==> src/rtl/uart_irq_pkg.sv <==
package uart_irq_pkg;
  localparam int unsigned NUM_SRC = 4;
  localparam int unsigned SRC_RX = 0;
  localparam int unsigned SRC_ERR = 1;
  localparam int unsigned SRC_TX = 2;
  localparam int unsigned SRC_MODEM = 3;
  localparam int unsigned TRIG_W = 3;

  typedef enum logic [1:0] {
    REG_PEND = 2'd0,
    REG_SRC  = 2'd1,
    REG_MASK = 2'd2,
    REG_STAT = 2'd3
  } reg_sel_e;

  function automatic int unsigned trig_scale(input int unsigned ch);
    case (ch)
      0:       return 32;
      1, 4:    return 8;
      2, 3:    return 2;
      default: return 0;
    endcase
  endfunction
endpackage

==> src/rtl/uart_tx_trigger.sv <==
module uart_tx_trigger
  import uart_irq_pkg::*;
#(
  parameter int unsigned CHANNEL = 1,
  parameter int unsigned CNT_W   = 8
) (
  input  logic              fifo_en_i,
  input  logic [TRIG_W-1:0] sel_i,
  input  logic [CNT_W-1:0]  cnt_i,
  output logic              hit_o
);
  localparam int unsigned SCALE = trig_scale(CHANNEL);
  localparam int unsigned LVL_W = CNT_W + 7;

  generate
    if (SCALE == 0) begin : g_zero
      logic unused_sel;
      assign unused_sel = ^sel_i;
      assign hit_o = fifo_en_i && (cnt_i == '0);
    end else begin : g_scaled
      logic [LVL_W-1:0] level;
      assign level = LVL_W'(sel_i) * LVL_W'(SCALE);
      assign hit_o = fifo_en_i && (LVL_W'(cnt_i) <= level);
    end
  endgenerate
endmodule

==> src/rtl/uart_irq_src_regs.sv <==
module uart_irq_src_regs
  import uart_irq_pkg::*;
(
  input  logic               clk_i,
  input  logic               rst_ni,
  input  logic [NUM_SRC-1:0] set_i,
  input  logic [NUM_SRC-1:0] clr_i,
  input  logic               mask_we_i,
  input  logic [NUM_SRC-1:0] mask_d_i,
  output logic [NUM_SRC-1:0] src_o,
  output logic [NUM_SRC-1:0] mask_o
);
  always_ff @(posedge clk_i or negedge rst_ni) begin
    if (!rst_ni) begin
      src_o  <= '0;
      mask_o <= '0;
    end else begin
      // set has priority so no event is lost
      src_o <= (src_o & ~clr_i) | set_i;
      if (mask_we_i) mask_o <= mask_d_i;
    end
  end
endmodule

==> src/rtl/uart_tx_status.sv <==
module uart_tx_status (
  input  logic clk_i,
  input  logic rst_ni,
  input  logic start_i,
  input  logic done_i,
  output logic xmit_empty_o,
  output logic buf_empty_o
);
  always_ff @(posedge clk_i or negedge rst_ni) begin
    if (!rst_ni) begin
      xmit_empty_o <= 1'b1;
      buf_empty_o  <= 1'b1;
    end else if (done_i) begin
      xmit_empty_o <= 1'b1;
      buf_empty_o  <= 1'b1;
    end else if (start_i) begin
      xmit_empty_o <= 1'b0;
      buf_empty_o  <= 1'b0;
    end
  end
endmodule

==> src/rtl/uart_irq_ctrl.sv <==
module uart_irq_ctrl
  import uart_irq_pkg::*;
#(
  parameter int unsigned CHANNEL = 1,
  parameter int unsigned CNT_W   = 8
) (
  input  logic               clk_i,
  input  logic               rst_ni,
  input  logic               rx_evt_i,
  input  logic               err_evt_i,
  input  logic               tx_evt_i,
  input  logic               modem_evt_i,
  input  logic               wr_en_i,
  input  logic [1:0]         wr_addr_i,
  input  logic [NUM_SRC-1:0] wr_data_i,
  input  logic [1:0]         rd_addr_i,
  output logic [NUM_SRC-1:0] rd_data_o,
  input  logic               fifo_en_i,
  input  logic [TRIG_W-1:0]  tx_trig_sel_i,
  input  logic [CNT_W-1:0]   tx_cnt_i,
  input  logic               tx_start_i,
  input  logic               tx_done_i,
  output logic               irq_o
);
  logic [NUM_SRC-1:0] set_vec, clr_vec, src_q, mask_q, pend;
  logic               trig_hit, mask_we, xmit_empty, buf_empty;
  reg_sel_e           wsel, rsel;

  assign wsel = reg_sel_e'(wr_addr_i);
  assign rsel = reg_sel_e'(rd_addr_i);

  uart_tx_trigger #(.CHANNEL(CHANNEL), .CNT_W(CNT_W)) u_trig (
    .fifo_en_i(fifo_en_i),
    .sel_i    (tx_trig_sel_i),
    .cnt_i    (tx_cnt_i),
    .hit_o    (trig_hit)
  );

  always_comb begin
    set_vec            = '0;
    set_vec[SRC_RX]    = rx_evt_i;
    set_vec[SRC_ERR]   = err_evt_i;
    set_vec[SRC_TX]    = tx_evt_i | tx_done_i | trig_hit;
    set_vec[SRC_MODEM] = modem_evt_i;
  end

  // both pending and source writes clear the underlying source
  assign clr_vec = (wr_en_i && (wsel == REG_PEND || wsel == REG_SRC)) ? wr_data_i : '0;
  assign mask_we = wr_en_i && (wsel == REG_MASK);

  uart_irq_src_regs u_src (
    .clk_i    (clk_i),
    .rst_ni   (rst_ni),
    .set_i    (set_vec),
    .clr_i    (clr_vec),
    .mask_we_i(mask_we),
    .mask_d_i (wr_data_i),
    .src_o    (src_q),
    .mask_o   (mask_q)
  );

  uart_tx_status u_stat (
    .clk_i       (clk_i),
    .rst_ni      (rst_ni),
    .start_i     (tx_start_i),
    .done_i      (tx_done_i),
    .xmit_empty_o(xmit_empty),
    .buf_empty_o (buf_empty)
  );

  assign pend  = src_q & ~mask_q;
  assign irq_o = |pend;

  always_comb begin
    case (rsel)
      REG_PEND: rd_data_o = pend;
      REG_SRC:  rd_data_o = src_q;
      REG_MASK: rd_data_o = mask_q;
      default:  rd_data_o = {1'b0, xmit_empty, buf_empty, 1'b0};
    endcase
  end
endmodule

==> config.mk <==
export PLATFORM = sky130hd
export DESIGN_NAME = uart_irq_ctrl
export DESIGN_NICKNAME = d
export VERILOG_FILES = /design/src/rtl/uart_irq_pkg.sv /design/src/rtl/uart_tx_trigger.sv /design/src/rtl/uart_irq_src_regs.sv /design/src/rtl/uart_tx_status.sv /design/src/rtl/uart_irq_ctrl.sv
export SDC_FILE = /design/constraint.sdc
export NUM_CORES = 1
export LEC_CHECK = 0
export BUFFER_PORTS_ARGS = -buffer_cell sky130_fd_sc_hd__buf_2
export CELL_PAD_IN_SITES_DETAIL_PLACEMENT = 2
export CELL_PAD_IN_SITES_GLOBAL_PLACEMENT = 2
export CORE_AREA = 2 2 54 56
export DETAILED_ROUTE_END_ITERATION = 16
export DIE_AREA = 0 0 56 58
export PLACE_DENSITY = 0.78
export REMOVE_ABC_BUFFERS = 1
export SLEW_MARGIN = 20
export SYNTH_ARGS = -nofsm -noshare
export SYNTH_HDL_FRONTEND = slang
export SYNTH_SLANG_ARGS = --single-unit
==> constraint.sdc <==
create_clock -name clk_i -period 1.12 [get_ports clk_i]
set_clock_uncertainty 0.15 [all_clocks]
set_input_delay 0.056 -clock clk_i [delete_from_list [all_inputs] [get_ports clk_i]]
set_output_delay 0.056 -clock clk_i [all_outputs]
set_load 0.05 [all_outputs]
==> results.py <==
metrics = {
    "run_status": {
        "outcome": "finished with violations",
        "violations": "negative setup slack",
    },
    "logic_synthesis": {
        "synth_top_area_cell": "dfrtp_1",
        "avgSynthCellArea_sq_um": 9.26,
        "synth_area_sq_um": 556,
        "synthTopCellsByArea": "dfrtp_1 36%, mux2_2 8.1%, o21ai_0 7.2%",
        "syn_inst": 60,
        "ys_ff_latch": 9,
        "ys_warn_count": 0,
        "ys_seq_area_share_pct": 40.8,
        "synth_top_area_share_pct": 36.0,
        "ys_types": 24,
    },
    "die": {
        "core_sq_um": 2660,
        "dieHeight_um": 58,
        "die_w_um": 56,
        "die_area_sq_um": 3250,
        "num_rows": 19,
        "start_util_pct": 20.9,
        "io_pins": 34,
    },
    "finish": {
        "num_antenna_cells": 0,
        "syn_to_final_growth_pct": 85.6,
        "multi_input_area_sq_um": 313,
        "fin_area_sq_um": 1030,
        "layout_commonest_cell": "buf_2",
        "drive_gt1_share_pct": 50.4,
        "layout_common_cells": "28 x buf_2, 14 x dlygate4sd3_1, 8 x dfrtp_1",
        "final_nets": 150,
        "seq_area_sq_um": 226,
        "stdcell_count": 148,
        "fillers": 311,
    },
    "setup_path": {
        "reg2regPathDepth": 2,
        "crit_type": "reg -> out",
        "cp-end-kind": "primary output",
        "worstPathRequired_ns": 0.91,
        "worst-path-max-fanout": 2,
        "cp_data_arrival_time_ns": 1.27,
        "critPathSlowestCell": "dfstp_2",
        "slowest_delay_ns": 0.53,
        "crit_path_start_kind": "register",
        "cp_cell_sequence": "nand2b_4 -> o211ai_1 -> o21ai_1 -> buf_6",
    },
    "routing": {
        "drtIter0Drc": 6,
        "via_per_inst": 4.45,
        "firstDrtPassIters": 3,
        "wl_met3_um": 66,
        "routed_wl_mm": 2.09,
        "num_vias": 658,
        "routed.top_layer": "met4",
        "final_antenna_net_count": 0,
        "dr_wl_met2_mm": 1.24,
        "wl_per_cell_um": 14.1,
        "remaining_drc_errors": 0,
        "met1_length_um": 769,
    },
    "clocking": {
        "worst_skew_pair.late_latency_ns": 0.25,
        "ctsLongestPathBuffers": 2,
        "cts_htree_levels": 1,
        "numCtsBuffers": 3,
        "ctsRootBufferMaster": "clkbuf_4",
        "clkTransAtPathRegs_ns": 0.07,
        "cts_tree": "done",
        "cts.sinks": 9,
    },
    "power": {
        "power_mw": 1.10,
        "p_seq_share_pct": 36.1,
        "p_per_area_nw_per_um2": 1060,
        "power.internal_mw": 0.726,
        "peakVddDrop_uv": 649,
        "netSwitchingFraction_pct": 33.8,
        "power_frac_comb_pct": 41.0,
        "clock_power_share_pct": 22.9,
        "power.switching_mw": 0.371,
        "p_leak_nw": 0.501,
    },
    "placed_design": {
        "place.port_buffers": 33,
        "gp_congestion": 0.652,
        "hpwl_mm": 1.49,
        "place_area_sq_um": 792,
        "dp_cells": 128,
    },
    "run": {
        "drv_cap": 0,
    },
    "global_routing": {
        "grt_overflow": 0,
        "antenna_found_initial": 0,
        "grt_pass1_vias": 750,
        "grt_pass1_wl_mm": 3.35,
        "grt_start_max_net_pins": 10,
        "grt_use_total_pct": 13.7,
    },
    "timing": {
        "rsz0062_at_grt": "yes",
        "fin_crit_sh_pct": 132,
        "slew_headroom_pct": 82.1,
        "fmax_ghz": 0.676,
        "fin_ws_ns": -0.360,
        "maxSlewViolCount": 0,
        "finalSetupViolCount": 5,
        "hold_ws_ns": 0.0186,
        "final-hold-violation-count": 0,
        "worstMarginPinSlew_ns": 0.265,
        "fin_crit_ns": 1.48,
    },
    "hold_path": {
        "min_path_type": "in -> async",
    },
}
==> power groups by stage <==
stage	sequential [mW]	combinational, mW	clock [mW]
finish	0.396	0.450	0.251
floorplan	0.385	0.201	0
global placement	0.392	0.317	0
global route	0.401	0.487	0.289
detailed placement	0.397	0.333	0
CTS	0.395	0.428	0.256
==> critical path: cells and delay by family (launching register included) <==
family / cells / cell delay, ns
AOI/OAI and AO/OA: 2 / 0.19
buffers and inverters: 1 / 0.18
and+or+nand+nor: 1 / 0.12
DFF: 1 / 0.53
==> Yosys cell counts <==
| master | number |
|---|---|
| a211oi_1 | 1 |
| a21boi_0 | 1 |
| a21o_1 | 3 |
| a22oi_1 | 2 |
| a32oi_1 | 1 |
| and2b_2 | 1 |
| clkbuf_2 | 1 |
| dfrtp_1 | 8 |
| dfstp_2 | 1 |
| ha_1 | 3 |
| inv_1 | 9 |
| inv_2 | 1 |
| mux2_2 | 4 |
| nand2_1 | 5 |
| nand2b_1 | 1 |
| nand3b_1 | 1 |
| nor2_1 | 1 |
| nor2b_1 | 1 |
| nor4b_1 | 1 |
| o211ai_1 | 3 |
| o21ai_0 | 8 |
| o31ai_1 | 1 |
| or2_2 | 1 |
| or3_1 | 1 |
==> sequential cells by signal, summed over array words and instances (netlist names) <==
signal / flops
u_src.mask_o: 4
u_stat.buf_empty_o: 1
u_src.src_o: 4
==> metal layers <==
layer	up-vias	track usage, %
met5	-	0
met1	315	14.8
li1	324	-
met3	2	2.46
met4	0	6.12
met2	17	25.9
==> worst paths after layout <==
check	slack, ns	to	start
max in group asynchronous	0.54	u_stat.buf_empty_o	rst_ni
worst max register to register	0.04	u_src.mask_o[1]	u_src.mask_o[1]
worst max-delay path	-0.36	rd_data_o[1]	u_stat.buf_empty_o
worst min register to register	0.37	u_stat.buf_empty_o	u_stat.buf_empty_o
worst min-delay path	0.02	u_src.src_o[0]	rst_ni
min in group clk_i	0.09	u_src.src_o[2]	tx_cnt_i[1]
==> repair_timing <==
item,in CTS,in global routing
gates resized for setup,18,5
setup buffers,1,1
hold buffers,14,0
endpoints found under the setup margin,5,7
pin swaps,3,2
hold endpoints to repair,18,0
==> kinds of logic after synthesis <==
family,count (synthesis),synth area share (%)
flip-flops,9,40.8
buffers and inverters,11,7.66
AO/OA/AOI/OAI,20,23.6
multiplexers,4,8.11
AND/OR/NAND/NOR,13,13.1
adder cells (fa/ha/maj),3,6.76
==> cell type report <==
type | instances | share of cell area, %
Clock buffer | 4 | 2.55
Timing Repair Buffer | 54 | 37.7
Inverter | 10 | 3.64
Multi-Input combinational cell | 40 | 30.3
Sequential cell | 9 | 22.0
Tap cell | 31 | 3.76
==> stage by stage <==
step	worst slack, ns	setup TNS, ns	utilization (%)
after floorplan	-0.676	-2.66	-
after global placement	-0.170	-0.548	29.7
after detailed placement	-0.179	-0.671	29.7
after CTS	-0.366	-1.56	37.9
after global routing	-0.431	-1.98	38.7
final	-0.360	-1.58	38.7
Note: power is estimated with default switching activity, not from simulation.
